**src/rtl/ea_gen_pkg.sv**
```systemverilog
package ea_gen_pkg;

    localparam int ADDR_W   = 16;
    localparam int PREFIX_W = 8;
    localparam int REG_W    = 3;
    localparam int LEN_W    = 2;

    // special prefix values
    localparam logic [PREFIX_W-1:0] PFX_IMM_B = 8'h04;
    localparam logic [PREFIX_W-1:0] PFX_IMM_W = 8'h0C;
    localparam logic [PREFIX_W-1:0] PFX_ABS_B = 8'h15;
    localparam logic [PREFIX_W-1:0] PFX_ABS_W = 8'h1D;

    typedef enum logic [3:0] {
        MODE_REG     = 4'd0,
        MODE_PREDEC  = 4'd1,
        MODE_POSTINC = 4'd2,
        MODE_IND     = 4'd3,
        MODE_DISP8   = 4'd4,
        MODE_DISP16  = 4'd5,
        MODE_IMM8    = 4'd6,
        MODE_IMM16   = 4'd7,
        MODE_ABS     = 4'd8,
        MODE_BAD     = 4'd15
    } ea_mode_e;

    typedef struct packed {
        ea_mode_e          mode;
        logic              word;
        logic [LEN_W-1:0]  len;
        logic [REG_W-1:0]  reg_idx;
        logic              illegal;
        logic              has_addr;
    } ea_dec_t;

    typedef struct packed {
        logic [ADDR_W-1:0] addr;
        logic              wb_en;
        logic [ADDR_W-1:0] wb_val;
    } ea_calc_t;

    // operand size in bytes as an address-width step
    function automatic logic [ADDR_W-1:0] size_step(input logic word);
        return word ? ADDR_W'(2) : ADDR_W'(1);
    endfunction

    // register-family mode chosen by the high nibble (A..F)
    function automatic ea_mode_e family_mode(input logic [3:0] nib);
        case (nib)
            4'hA:    return MODE_REG;
            4'hB:    return MODE_PREDEC;
            4'hC:    return MODE_POSTINC;
            4'hD:    return MODE_IND;
            4'hE:    return MODE_DISP8;
            4'hF:    return MODE_DISP16;
            default: return MODE_BAD;
        endcase
    endfunction

endpackage

```
**src/rtl/ea_prefix_decode.sv**
```systemverilog
module ea_prefix_decode
    import ea_gen_pkg::*;
(
    input  logic [PREFIX_W-1:0] prefix_i,
    output ea_dec_t             dec_o
);

    logic [3:0] nib;
    assign nib = prefix_i[PREFIX_W-1 -: 4];

    always_comb begin
        dec_o          = '0;
        dec_o.mode     = MODE_BAD;
        dec_o.illegal  = 1'b1;
        if (nib >= 4'hA) begin
            dec_o.mode     = family_mode(nib);
            dec_o.word     = prefix_i[3];
            dec_o.reg_idx  = prefix_i[REG_W-1:0];
            dec_o.illegal  = 1'b0;
            dec_o.has_addr = (nib != 4'hA);
            case (nib)
                4'hE:    dec_o.len = LEN_W'(2);
                4'hF:    dec_o.len = LEN_W'(3);
                default: dec_o.len = LEN_W'(1);
            endcase
        end else begin
            case (prefix_i)
                PFX_IMM_B: begin
                    dec_o.mode    = MODE_IMM8;
                    dec_o.len     = LEN_W'(2);
                    dec_o.illegal = 1'b0;
                end
                PFX_IMM_W: begin
                    dec_o.mode    = MODE_IMM16;
                    dec_o.word    = 1'b1;
                    dec_o.len     = LEN_W'(3);
                    dec_o.illegal = 1'b0;
                end
                PFX_ABS_B, PFX_ABS_W: begin
                    dec_o.mode     = MODE_ABS;
                    dec_o.word     = (prefix_i == PFX_ABS_W);
                    dec_o.len      = LEN_W'(3);
                    dec_o.illegal  = 1'b0;
                    dec_o.has_addr = 1'b1;
                end
                default: ;
            endcase
        end
    end

endmodule

```
**src/rtl/ea_addr_calc.sv**
```systemverilog
module ea_addr_calc
    import ea_gen_pkg::*;
(
    input  ea_dec_t             dec_i,
    input  logic [7:0]          ext_hi_i,
    input  logic [7:0]          ext_lo_i,
    input  logic [ADDR_W-1:0]   base_i,
    input  logic                is_write_i,
    output ea_calc_t            calc_o
);

    logic [ADDR_W-1:0] step;
    logic [ADDR_W-1:0] disp8_ext;
    logic [ADDR_W-1:0] disp16_ext;
    logic [ADDR_W-1:0] down_val;
    logic [ADDR_W-1:0] up_val;

    assign step       = size_step(dec_i.word);
    assign disp8_ext  = ADDR_W'($signed(ext_hi_i));
    assign disp16_ext = ADDR_W'($signed({ext_hi_i, ext_lo_i}));
    assign down_val   = base_i - step;
    assign up_val     = base_i + step;

    always_comb begin
        calc_o = '0;
        case (dec_i.mode)
            MODE_PREDEC: begin
                calc_o.addr   = down_val;
                calc_o.wb_en  = 1'b1;
                calc_o.wb_val = down_val;
            end
            MODE_POSTINC: begin
                calc_o.addr   = base_i;
                calc_o.wb_en  = !is_write_i;
                calc_o.wb_val = is_write_i ? '0 : up_val;
            end
            MODE_IND:    calc_o.addr = base_i;
            MODE_DISP8:  calc_o.addr = base_i + disp8_ext;
            MODE_DISP16: calc_o.addr = base_i + disp16_ext;
            MODE_ABS:    calc_o.addr = ADDR_W'({ext_hi_i, ext_lo_i});
            default: ;
        endcase
    end

endmodule

```
**src/rtl/ea_addr_gen.sv**
```systemverilog
module ea_addr_gen
    import ea_gen_pkg::*;
(
    input  logic                 clk,
    input  logic                 rst,
    input  logic [PREFIX_W-1:0]  prefix_i,
    input  logic [7:0]           ext_hi_i,
    input  logic [7:0]           ext_lo_i,
    input  logic [ADDR_W-1:0]    base_i,
    input  logic                 is_write_i,
    output logic [3:0]           mode_o,
    output logic                 word_o,
    output logic [LEN_W-1:0]     len_o,
    output logic [REG_W-1:0]     reg_o,
    output logic                 illegal_o,
    output logic                 addr_valid_o,
    output logic [ADDR_W-1:0]    addr_o,
    output logic                 wb_en_o,
    output logic [ADDR_W-1:0]    wb_val_o
);

    ea_dec_t  dec_d,  dec_q;
    ea_calc_t calc_d, calc_q;

    ea_prefix_decode u_decode (
        .prefix_i (prefix_i),
        .dec_o    (dec_d)
    );

    ea_addr_calc u_calc (
        .dec_i      (dec_d),
        .ext_hi_i   (ext_hi_i),
        .ext_lo_i   (ext_lo_i),
        .base_i     (base_i),
        .is_write_i (is_write_i),
        .calc_o     (calc_d)
    );

    always_ff @(posedge clk) begin
        if (rst) begin
            dec_q  <= '0;
            calc_q <= '0;
        end else begin
            dec_q  <= dec_d;
            calc_q <= calc_d;
        end
    end

    assign mode_o       = dec_q.mode;
    assign word_o       = dec_q.word;
    assign len_o        = dec_q.len;
    assign reg_o        = dec_q.reg_idx;
    assign illegal_o    = dec_q.illegal;
    assign addr_valid_o = dec_q.has_addr;
    assign addr_o       = calc_q.addr;
    assign wb_en_o      = calc_q.wb_en;
    assign wb_val_o     = calc_q.wb_val;

    AST_WB_ONLY_AUTOMOD: assert property (@(posedge clk) disable iff (rst)
        wb_en_o |-> (mode_o == MODE_PREDEC || mode_o == MODE_POSTINC));

    AST_PREDEC_ADDR_EQ_WB: assert property (@(posedge clk) disable iff (rst)
        (mode_o == MODE_PREDEC && !illegal_o) |-> (wb_en_o && addr_o == wb_val_o));

    AST_POSTINC_WRITE_HOLDS: assert property (@(posedge clk) disable iff (rst)
        (prefix_i[7:4] == 4'hC && is_write_i) |=> !wb_en_o);

    AST_POSTINC_STEP: assert property (@(posedge clk) disable iff (rst)
        (mode_o == MODE_POSTINC && wb_en_o) |-> (wb_val_o == addr_o + size_step(word_o)));

    AST_ILLEGAL_QUIET: assert property (@(posedge clk) disable iff (rst)
        illegal_o |-> (!wb_en_o && len_o == '0 && !addr_valid_o && addr_o == '0));

    AST_WB_VAL_ZERO: assert property (@(posedge clk) disable iff (rst)
        !wb_en_o |-> (wb_val_o == '0));

    AST_LATENCY_ILLEGAL: assert property (@(posedge clk) disable iff (rst)
        (prefix_i == 8'h00) |=> illegal_o);

endmodule

```
**config.mk**
```make
export PLATFORM = sky130hd
export DESIGN_NAME = ea_addr_gen
export DESIGN_NICKNAME = d
export VERILOG_FILES = /design/src/rtl/ea_gen_pkg.sv /design/src/rtl/ea_prefix_decode.sv /design/src/rtl/ea_addr_calc.sv /design/src/rtl/ea_addr_gen.sv
export SDC_FILE = /design/constraint.sdc
export NUM_CORES = 1
export LEC_CHECK = 0
export BUFFER_PORTS_ARGS = -buffer_cell sky130_fd_sc_hd__buf_2
export CORE_MARGIN = 3
export CORE_UTILIZATION = 45
export CTS_BUF_LIST = sky130_fd_sc_hd__clkbuf_2 sky130_fd_sc_hd__clkbuf_4 sky130_fd_sc_hd__clkbuf_8
export CTS_CLUSTER_DIAMETER = 40
export CTS_CLUSTER_SIZE = 10
export DETAILED_ROUTE_END_ITERATION = 8
export GPL_TIMING_DRIVEN = 0
export PLACE_DENSITY = 0.66
export REMOVE_ABC_BUFFERS = 1
export SLEW_MARGIN = 25
export SYNTH_ARGS = -nofsm -noshare
export SYNTH_HDL_FRONTEND = slang
export SYNTH_SLANG_ARGS = --single-unit
```
**constraint.sdc**
```tcl
create_clock -name clk -period 4.91 [get_ports clk]
set_input_delay 0.491 -clock clk [delete_from_list [all_inputs] [get_ports clk]]
set_output_delay 0.491 -clock clk [all_outputs]
set_load 0.01 [all_outputs]
```
==> impl_metrics.yaml <==
timing:
  rsz0062_at_grt: "false"
  hold_viol: 0
  worst_slew_pin_slew_ps: 893
  setup_violations: 0
  fmax_mhz: 260
  fin_ws_ps: 1060
  tns_ps: 0
  fin_crit_ps: 3850
  maxSlewHeadroom_pct: 40.3
  fin_crit_sh_pct: 78.4
  slew_violations: 0
synth:
  synth_top_area_share_pct: 25.9
  synth-edff-count: 0
  seq_area_frac_synth_pct: 25.9
  syn_avg_cell_area_um2: 7.76
  synthCells: 449
  synth_area_leaders: "dfxtp_1, ha_1, nand2_1, a21oi_1, nor2_1"
  synth_commonest_cells: "nand2_1, dfxtp_1, nor2_1"
  async_flop_share_pct: 0
  yosys_register_bits: 45
  ys_types: 66
  netlist_area_um2: 3480
  ys.warnings.count: 0
  yosysTopAreaCell: "dfxtp_1"
  synth_ff_type: "dfxtp_1"
  synth_most_common_cell: "nand2_1"
routing:
  wirelength_mm: 10.4
  drtIter0Drc: 258
  vias_per_cell: 5.73
  vias: 3499
  drc: 0
  ant_nets: 0
  dr.pass1.iters: 5
  wire_per_inst_um: 17.0
cells_and_area:
  fillers: 758
  nNetsFinal: 577
  multi_input_area_um2: 2380
  syn_to_final_growth_pct: 14.2
  seq_area_um2: 901
  drive_above_1_share_pct: 22.7
  antenna_cells: 0
  postLayoutCoreUtil_pct: 54.0
global_route:
  met3_usage_pct: 3.85
  grt_pass1_vias: 3170
  overflow: 0
  grt.met1_usage_pct: 32.4
  use_met2_pct: 35.7
  grt_antenna_before_repair: 0
  busiest_layer: "met2"
  grt_max_degree: 21
  grt_pass1_wl_mm: 16.0
  gr-usage-all-layers_pct: 23.2
clocking:
  cts_buffers: 5
  root_buffer: "clkbuf_8"
  clockBufferDepth: 2
  path_clk_slew_ps: 90
  cts-resized-gates: 0
  cts_sinks: 45
  cts_max_level: 2
  postCtsHoldBufs: 0
  tritoncts: "yes"
  postCtsSetupBuffers: 0
power_and_ir_drop:
  p_leak_nw: 1.73
  cellPowerDensity_nw_per_um2: 221
  ir_drop_mv: 0.0929
worst_setup_path:
  criticalPathCategory: "in -> reg"
  crit_top_cell: "nor2_1"
  cp_max_fo: 10
  worstPathRequired_ps: 5070
  arrival_ps: 4010
  endpoint_kind: "register"
  cpPeakStageDelay_ps: 550
  crit_chain: "buf_2, and2_1, nor2_1, nor2_1, o21ai_1, ha_1, inv_1, fa_1, or3_4, nor4_4, nand3b_2, xor2_1, nor2_1, a221oi_1, o22ai_1"
  worstSetupStartpointType: "primary input"
  critPathSlowestCell: "o21ai_1"
flow_run:
  max-cap-violations: 0
floorplan:
  core_area_um2: 7370
  start_util_pct: 47.3
  die_area_um2: 8840
  chipWidth_um: 94.0
  die_y_um: 94.0
  row_count: 31
  pin_count: 88
hold_path:
  hold_path_class: "in -> reg"
  hold_end: "reg_o[1]$_SDFF_PP0_"
  min_from: "prefix_i[1]"
  min_delay_path_depth: 2
placement:
  io_buffers: 87
  hpwl_mm: 7.71
  post-place-ws_ps: 526
  gp_congestion: 0.899
run_status:
  status: "complete, no violations"
## worst max-delay path: cells and delay by family
| kind | cells | cell delay, ps |
|---|---|---|
| AND/OR/NAND/NOR | 7 | 1350 |
| AO/OA/AOI/OAI | 3 | 1030 |
| buffers and inverters | 2 | 230 |
| adder cells (fa/ha/maj) | 2 | 750 |
| XOR/XNOR | 1 | 160 |
## registers in the layout, summed over array words and instances (netlist names)
register / count
addr_o: 16
wb_val_o: 16
mode_o: 4
reg_o: 3
len_o: 2
addr_valid_o: 1
illegal_o: 1
wb_en_o: 1
word_o: 1
## cell usage in the layout, fill, tap and decap left out, drive strengths merged, types with 9 or more instances in the layout
cell type	count
a211oi	9
dfxtp	45
a221oi	10
xor2	10
ha	20
nor3	12
nand2	66
xnor2	12
nand3	10
inv	14
nor2	44
o21ai	23
buf	87
a21oi	39
## logic make-up after synthesis
group                    Yosys count  synth area share, %
AO/OA/AOI/OAI                    133                 25.9
XOR/XNOR                          22                 5.53
adder cells (fa/ha/maj)           23                 8.90
buffers and inverters             45                 6.18
flip-flops                        45                 25.9
multiplexers                       1                0.287
AND/OR/NAND/NOR                  180                 27.4
## power by group
group          internal (mW)  total [mW]  switching, mW
clock network          0.103       0.245          0.142
logic                  0.101       0.259          0.158
registers              0.375       0.377        0.00210
total                  0.579       0.881          0.302
## final cells by class
| cell class | count | share of cell area (%) |
|---|---|---|
| timing repair buffer | 87 | 10.9 |
| sequential | 45 | 22.6 |
| clock buffer | 5 | 1.73 |
| inverter | 13 | 1.23 |
| clock inverter | 3 | 0.629 |
| tap | 99 | 3.11 |
| multi-input combinational | 359 | 59.7 |
## worst max path at each step
stage / start / to / slack, ps / cells past startpoint
5_1_grt: prefix_i[4] / addr_o[12]$_SDFF_PP0_ / 820 / 15
4_1_cts: prefix_i[4] / addr_o[12]$_SDFF_PP0_ / 810 / 15
3_3_place_gp: prefix_i[4] / addr_o[12]$_SDFF_PP0_ / 500 / 15
3_5_place_dp: prefix_i[4] / addr_o[12]$_SDFF_PP0_ / 530 / 15
2_1_floorplan: prefix_i[4] / addr_o[12]$_SDFF_PP0_ / 1310 / 14
6_report: prefix_i[4] / addr_o[12]$_SDFF_PP0_ / 1060 / 15
## layer usage
| layer | vias to the layer above | share of wire, % |
|---|---|---|
| met5 | - | 0 |
| met4 | 0 | 1.8 |
| met3 | 19 | 7.5 |
| met2 | 155 | 45 |
| met1 | 1587 | 46 |
| li1 | 1738 | - |
## per-stage QoR
step / hold WS (ps) / instances / power (mW) / instance area (um2)
floorplan: 563 / 417 / 0.547 / 3320
CTS: 422 / 611 / 0.885 / 3980
global placement: 740 / 603 / 0.636 / 3880
global route: 415 / 611 / 0.933 / 3980
detailed placement: 748 / 603 / 0.639 / 3880
finish: 426 / 611 / 0.881 / 3980
(Power assumes the default switching activity.)
